==> src/rtl/h6_spwm_gen.sv <==
`timescale 1ns/1ps
module h6_spwm_gen #(
  parameter int CW = 12,
  parameter int PW = 12
) (
  input  logic                 clk,
  input  logic                 rst_n,
  input  logic                 en,
  input  logic signed [CW-1:0] ctrl,
  input  logic        [PW-1:0] peak,
  output logic        [5:0]    gates,
  output logic                 valley
);

  localparam int MW = (CW > PW) ? CW : PW;
  localparam logic [PW-1:0] STEP = PW'(1);
  localparam logic [CW-1:0] UNIT = CW'(1);

  typedef enum logic [1:0] {POL_NONE, POL_POS, POL_NEG} pol_t;

  logic          run;
  logic          up;
  logic [PW-1:0] cnt;
  logic [CW-1:0] mag;
  pol_t          pol;
  logic [CW-1:0] ctrl_abs;
  logic          chop;

  assign ctrl_abs = ctrl[CW-1] ? (~ctrl + UNIT) : ctrl;
  assign valley   = run && (cnt == '0);
  assign chop     = run && !valley && (MW'(mag) > MW'(cnt));

  assign gates[0] = chop && (pol == POL_POS);
  assign gates[1] = chop && (pol == POL_POS);
  assign gates[2] = run  && (pol == POL_POS);
  assign gates[3] = chop && (pol == POL_NEG);
  assign gates[4] = chop && (pol == POL_NEG);
  assign gates[5] = run  && (pol == POL_NEG);

  always_ff @(posedge clk or negedge rst_n) begin
    if (!rst_n) begin
      run <= 1'b0;
      up  <= 1'b1;
      cnt <= '0;
      mag <= '0;
      pol <= POL_NONE;
    end else if (!en) begin
      run <= 1'b0;
      up  <= 1'b1;
      cnt <= '0;
      mag <= '0;
      pol <= POL_NONE;
    end else begin
      run <= 1'b1;
      if (valley) begin
        mag <= ctrl_abs;
        if (ctrl == '0)       pol <= POL_NONE;
        else if (ctrl[CW-1])  pol <= POL_NEG;
        else                  pol <= POL_POS;
      end
      if (run) begin
        if (up) begin
          if (cnt >= peak) begin
            up  <= 1'b0;
            cnt <= (cnt == '0) ? '0 : cnt - STEP;
          end else begin
            cnt <= cnt + STEP;
          end
        end else begin
          if (cnt == '0) begin
            up  <= 1'b1;
            cnt <= (peak == '0) ? '0 : STEP;
          end else begin
            cnt <= cnt - STEP;
          end
        end
      end
    end
  end

endmodule

==> config.mk <==
export PLATFORM = sky130hd
export DESIGN_NAME = h6_spwm_gen
export DESIGN_NICKNAME = d
export VERILOG_FILES = /design/src/rtl/h6_spwm_gen.sv
export SDC_FILE = /design/constraint.sdc
export NUM_CORES = 1
export LEC_CHECK = 0
export ABC_AREA = 1
export BUFFER_PORTS_ARGS = -buffer_cell sky130_fd_sc_hd__clkbuf_2
export CORE_MARGIN = 1
export CORE_UTILIZATION = 25
export DETAILED_ROUTE_END_ITERATION = 16
export GPL_TIMING_DRIVEN = 0
export SKIP_CTS_REPAIR_TIMING = 1
export SLEW_MARGIN = 20
export SYNTH_ARGS = -nofsm -noshare
export SYNTH_HDL_FRONTEND = slang
export SYNTH_SLANG_ARGS = --single-unit
==> constraint.sdc <==
create_clock -name clk -period 4.45 [get_ports clk]
set_input_delay 0.6675 -clock clk [delete_from_list [all_inputs] [get_ports clk]]
set_output_delay 0.6675 -clock clk [all_outputs]
set_load 0.01 [all_outputs]
==> impl_results.rst <==
.. list-table::
   :header-rows: 1

   * - Metric
     - Value
   * - Post-DP HPWL
     - 5.554 mm
   * - Total of buffers placed on input and output ports
     - 32
   * - Clock tree sinks
     - 28
   * - Net count, final
     - approximately 510
   * - Area of the mapped netlist
     - around 2800 sq um
   * - Global routing usage summed across all routing layers
     - 12.49%
   * - Worst setup timing slack at the placement stage
     - 1.746 ns
   * - X dimension of the die
     - approximately 110 um
   * - Dpl cell area
     - roughly 3100 sq um
   * - DP Cell Count
     - 589
   * - Setup-failing EPs final
     - 0
   * - Pwr Density
     - around 270 nW/um^2
   * - Wirelength, routed
     - between 6 and 7 mm
   * - Initial antenna violation count
     - 0
   * - Total gr overflow
     - 0
   * - Most frequent standard cell in the layout excluding fill and tap cells
     - sky130_fd_sc_hd__nand2_1
   * - Final sum of negative setup slack
     - 0 ns
   * - Startpoint Class
     - flip-flop
   * - Met1 Resource Use GR
     - 17.11%
   * - Area taken by multi-input logic gates
     - between 1500 and 2000 sq um
   * - Cell count after synthesis
     - 417
   * - Average instance area after synthesis
     - approximately 6.7 sq um
   * - Fin crit share
     - 67.87%
   * - Post-synth EDFFs
     - 0
   * - Max capacitance violation total
     - 0
   * - Maximum number of pins on one net before global-route repair
     - 29
   * - Clock transition at path regs
     - about 0.10 ns
   * - Min-Delay Path Class
     - primary input to async pin
   * - Inserted Diodes
     - 0
   * - Proportion of synthesized chip area in sequential cells
     - between 20% and 30%
   * - Die boundary height
     - about 110 um
   * - Share of cells above drive strength 1
     - about 15%
   * - Fraction of synthesis flops using an asynchronous set or reset pin
     - 100.0%
   * - DIE AREA
     - roughly 12000 sq um
   * - Highest net fanout along the worst path
     - 8
   * - Routability congestion estimate
     - around 0.83
   * - Core ar.
     - around 11000 sq um
   * - Total DRC errors in the routed layout
     - 0
   * - RSZ-0062 raised after global routing
     - no
   * - Global Route met2 Usage
     - a little over a fifth
   * - Signed area change from the synthesized netlist to the final layout
     - 14.01%
   * - Number of fillers in the final layout
     - 1188
   * - Number of hold-slack violations in the final timing report
     - 0
   * - Number of iterations in the first detailed-routing pass
     - 4
   * - Highest-utilization routing layer at the global route stage
     - met2
   * - Maximum achievable frequency
     - roughly 330 MHz
   * - Synthesized flop and latch total
     - 28
   * - Wirelength per Cell
     - 11.39 um
   * - Finished layout cell area
     - around 3200 sq um
   * - Vias in the first global route
     - 2447
   * - Register-to-register path setup slack
     - around 2.2 ns
   * - Worst-case hold slack
     - 0.4263 ns
   * - Unique masters post-synth
     - 36
   * - Reported leakage power
     - roughly 1.7 nW
   * - Syn nets
     - around 470
   * - Data required, critical path
     - roughly 3.8 ns
   * - I/O pin count
     - 34
   * - DR vias
     - roughly 2700
   * - Post-route antenna net violation count
     - 0
   * - Yosys Warn Count
     - 0
   * - Effective utilization at floorplan
     - 25.70%
   * - Top FF cell, synth
     - sky130_fd_sc_hd__dfrtp_1
   * - TritonCTS clock tree
     - done
   * - Combined flip-flop and latch cell area
     - 701.9 sq um
   * - Slew of the pin with the lowest slew margin
     - roughly 0.72 ns
   * - Global routing usage on met3
     - approximately 1.8%
   * - Worst-case reg-to-reg path depth
     - 11
   * - Most frequent cells in the layout
     - sky130_fd_sc_hd__nand2_1, sky130_fd_sc_hd__nand3_1, sky130_fd_sc_hd__inv_1, sky130_fd_sc_hd__nor2_1, sky130_fd_sc_hd__clkbuf_2
   * - Slew Limit Headroom
     - about half
   * - Post-layout instance count excluding filler cells
     - just under 600
   * - Result of the run
     - finished clean
   * - First-pass GRT wire length
     - about 12 mm
   * - Arrival time worst endpoint
     - 2.35 ns
   * - Worst VDD drop
     - between 0.1 and 0.15 mV
   * - Master cell of the clock root buffer
     - sky130_fd_sc_hd__clkbuf_8
   * - Num rows
     - 38
   * - Source-to-sink clock delay at the later pin of the worst-skew pair
     - 0.28 ns
   * - Final critical-path required period
     - 3.020 ns
   * - Slack of the critical path
     - between 1 and 1.5 ns
   * - Clock buffers created by TritonCTS
     - 3
   * - Reg2Reg Capture Point
     - cnt[4]$_DFFE_PN0P_
   * - Number of levels in the clock H-tree
     - 1
   * - Category of the worst setup path capture point
     - output pin
   * - Reg2reg start
     - cnt[0]$_DFFE_PN0P_
   * - Worst-case clock buffer depth
     - 2
   * - Path type of the worst setup path
     - flip-flop to output pin
   * - Max-slew violation count
     - 0
   * - Post-detailed-route via-to-cell ratio
     - 4.565
   * - Iter 0 DRT Violations
     - 145
   * - Setup skew after layout
     - 0.007987 ns
[flip-flops by register name, summed over array words and instances (netlist names)]
register	flops
cnt	12
mag	12
pol	2
run	1
up	1
[per-stage QoR]
stage / power (W) / util, %
floorplan: 0.0006043 / -
global placement: 0.0006984 / 28.80
detailed placement: 0.0007063 / 28.80
CTS: 0.0008721 / 29.31
global route: 0.0009479 / 29.31
finish: 0.0008653 / 29.31
[kinds of logic (layout without fill, tap and decap cells)]
kind of cell	after synthesis	in the layout	synth area share (%)
XOR/XNOR	17	17	5.344
adder cells (fa/ha/maj)	28	28	12.57
buffers and inverters	70	106	10.91
flip-flops	28	28	25.19
AND/OR/NAND/NOR	227	227	36.60
AO/OA/AOI/OAI	47	47	9.386
[routing by layer]
layer | part of all wire (%) | wire length [um] | vias up
li1 | - | - | 1424
met1 | 50 | 3349 | 1216
met2 | 45 | 3028 | 63
met3 | 4.8 | 325 | 4
met4 | 0.73 | 49 | 0
met5 | 0 | 0 | -
[cell type report]
| class | count | share of cell area (%) |
|---|---|---|
| multi-input cells | 319 | 56.05 |
| flip-flops and latches | 28 | 22.10 |
| inverters | 57 | 6.774 |
| well taps | 140 | 5.514 |
| repair buffers | 32 | 5.041 |
| plain buffers | 13 | 2.796 |
| clock buffers | 4 | 1.733 |
[power by group]
group	internal [W]	switching, W
logic	0.000148	0.000248
clock network	0.0000794	0.0000829
registers	0.000280	0.0000271
total	0.000507	0.000358
[cells in the mapped netlist, drive strengths merged, types with 2 or more instances]
master | instances | area, sq um
nand2 | 108 | 412.9
nand3 | 59 | 305.3
inv | 56 | 210.2
nor2 | 46 | 210.2
ha | 28 | 350.3
o21ai | 28 | 151.4
dfrtp | 27 | 675.7
xor2 | 15 | 131.4
a21oi | 13 | 68.82
buf | 11 | 80.07
nand4 | 6 | 37.54
nor3 | 6 | 41.29
clkbuf | 2 | 8.750
o22ai | 2 | 12.51
xnor2 | 2 | 17.52
[critical path: stages, from the launching register on]
cell and delay, ns:
sky130_fd_sc_hd__dfrtp_1 0.56, sky130_fd_sc_hd__inv_1 0.16, sky130_fd_sc_hd__ha_1 0.33, sky130_fd_sc_hd__nand2_1 0.07, sky130_fd_sc_hd__nor2_1 0.05, sky130_fd_sc_hd__and2_1 0.16
sky130_fd_sc_hd__a211oi_1 0.19, sky130_fd_sc_hd__nand2_1 0.12, sky130_fd_sc_hd__nor2_1 0.17, sky130_fd_sc_hd__buf_4 0.13, sky130_fd_sc_hd__clkbuf_2 0.12
[worst max path at each step]
stage | cells after the start | slack (ns) | start | end
2_1_floorplan | 9 | 2.00 | cnt[9]$_DFFE_PN0P_ | gates[1]
3_3_place_gp | 10 | 1.80 | cnt[9]$_DFFE_PN0P_ | gates[1]
3_5_place_dp | 10 | 1.75 | cnt[9]$_DFFE_PN0P_ | gates[4]
4_1_cts | 10 | 1.42 | cnt[9]$_DFFE_PN0P_ | gates[4]
5_1_grt | 10 | 1.31 | cnt[9]$_DFFE_PN0P_ | gates[4]
6_report | 10 | 1.43 | cnt[9]$_DFFE_PN0P_ | gates[4]
(Power assumes the default switching activity.)
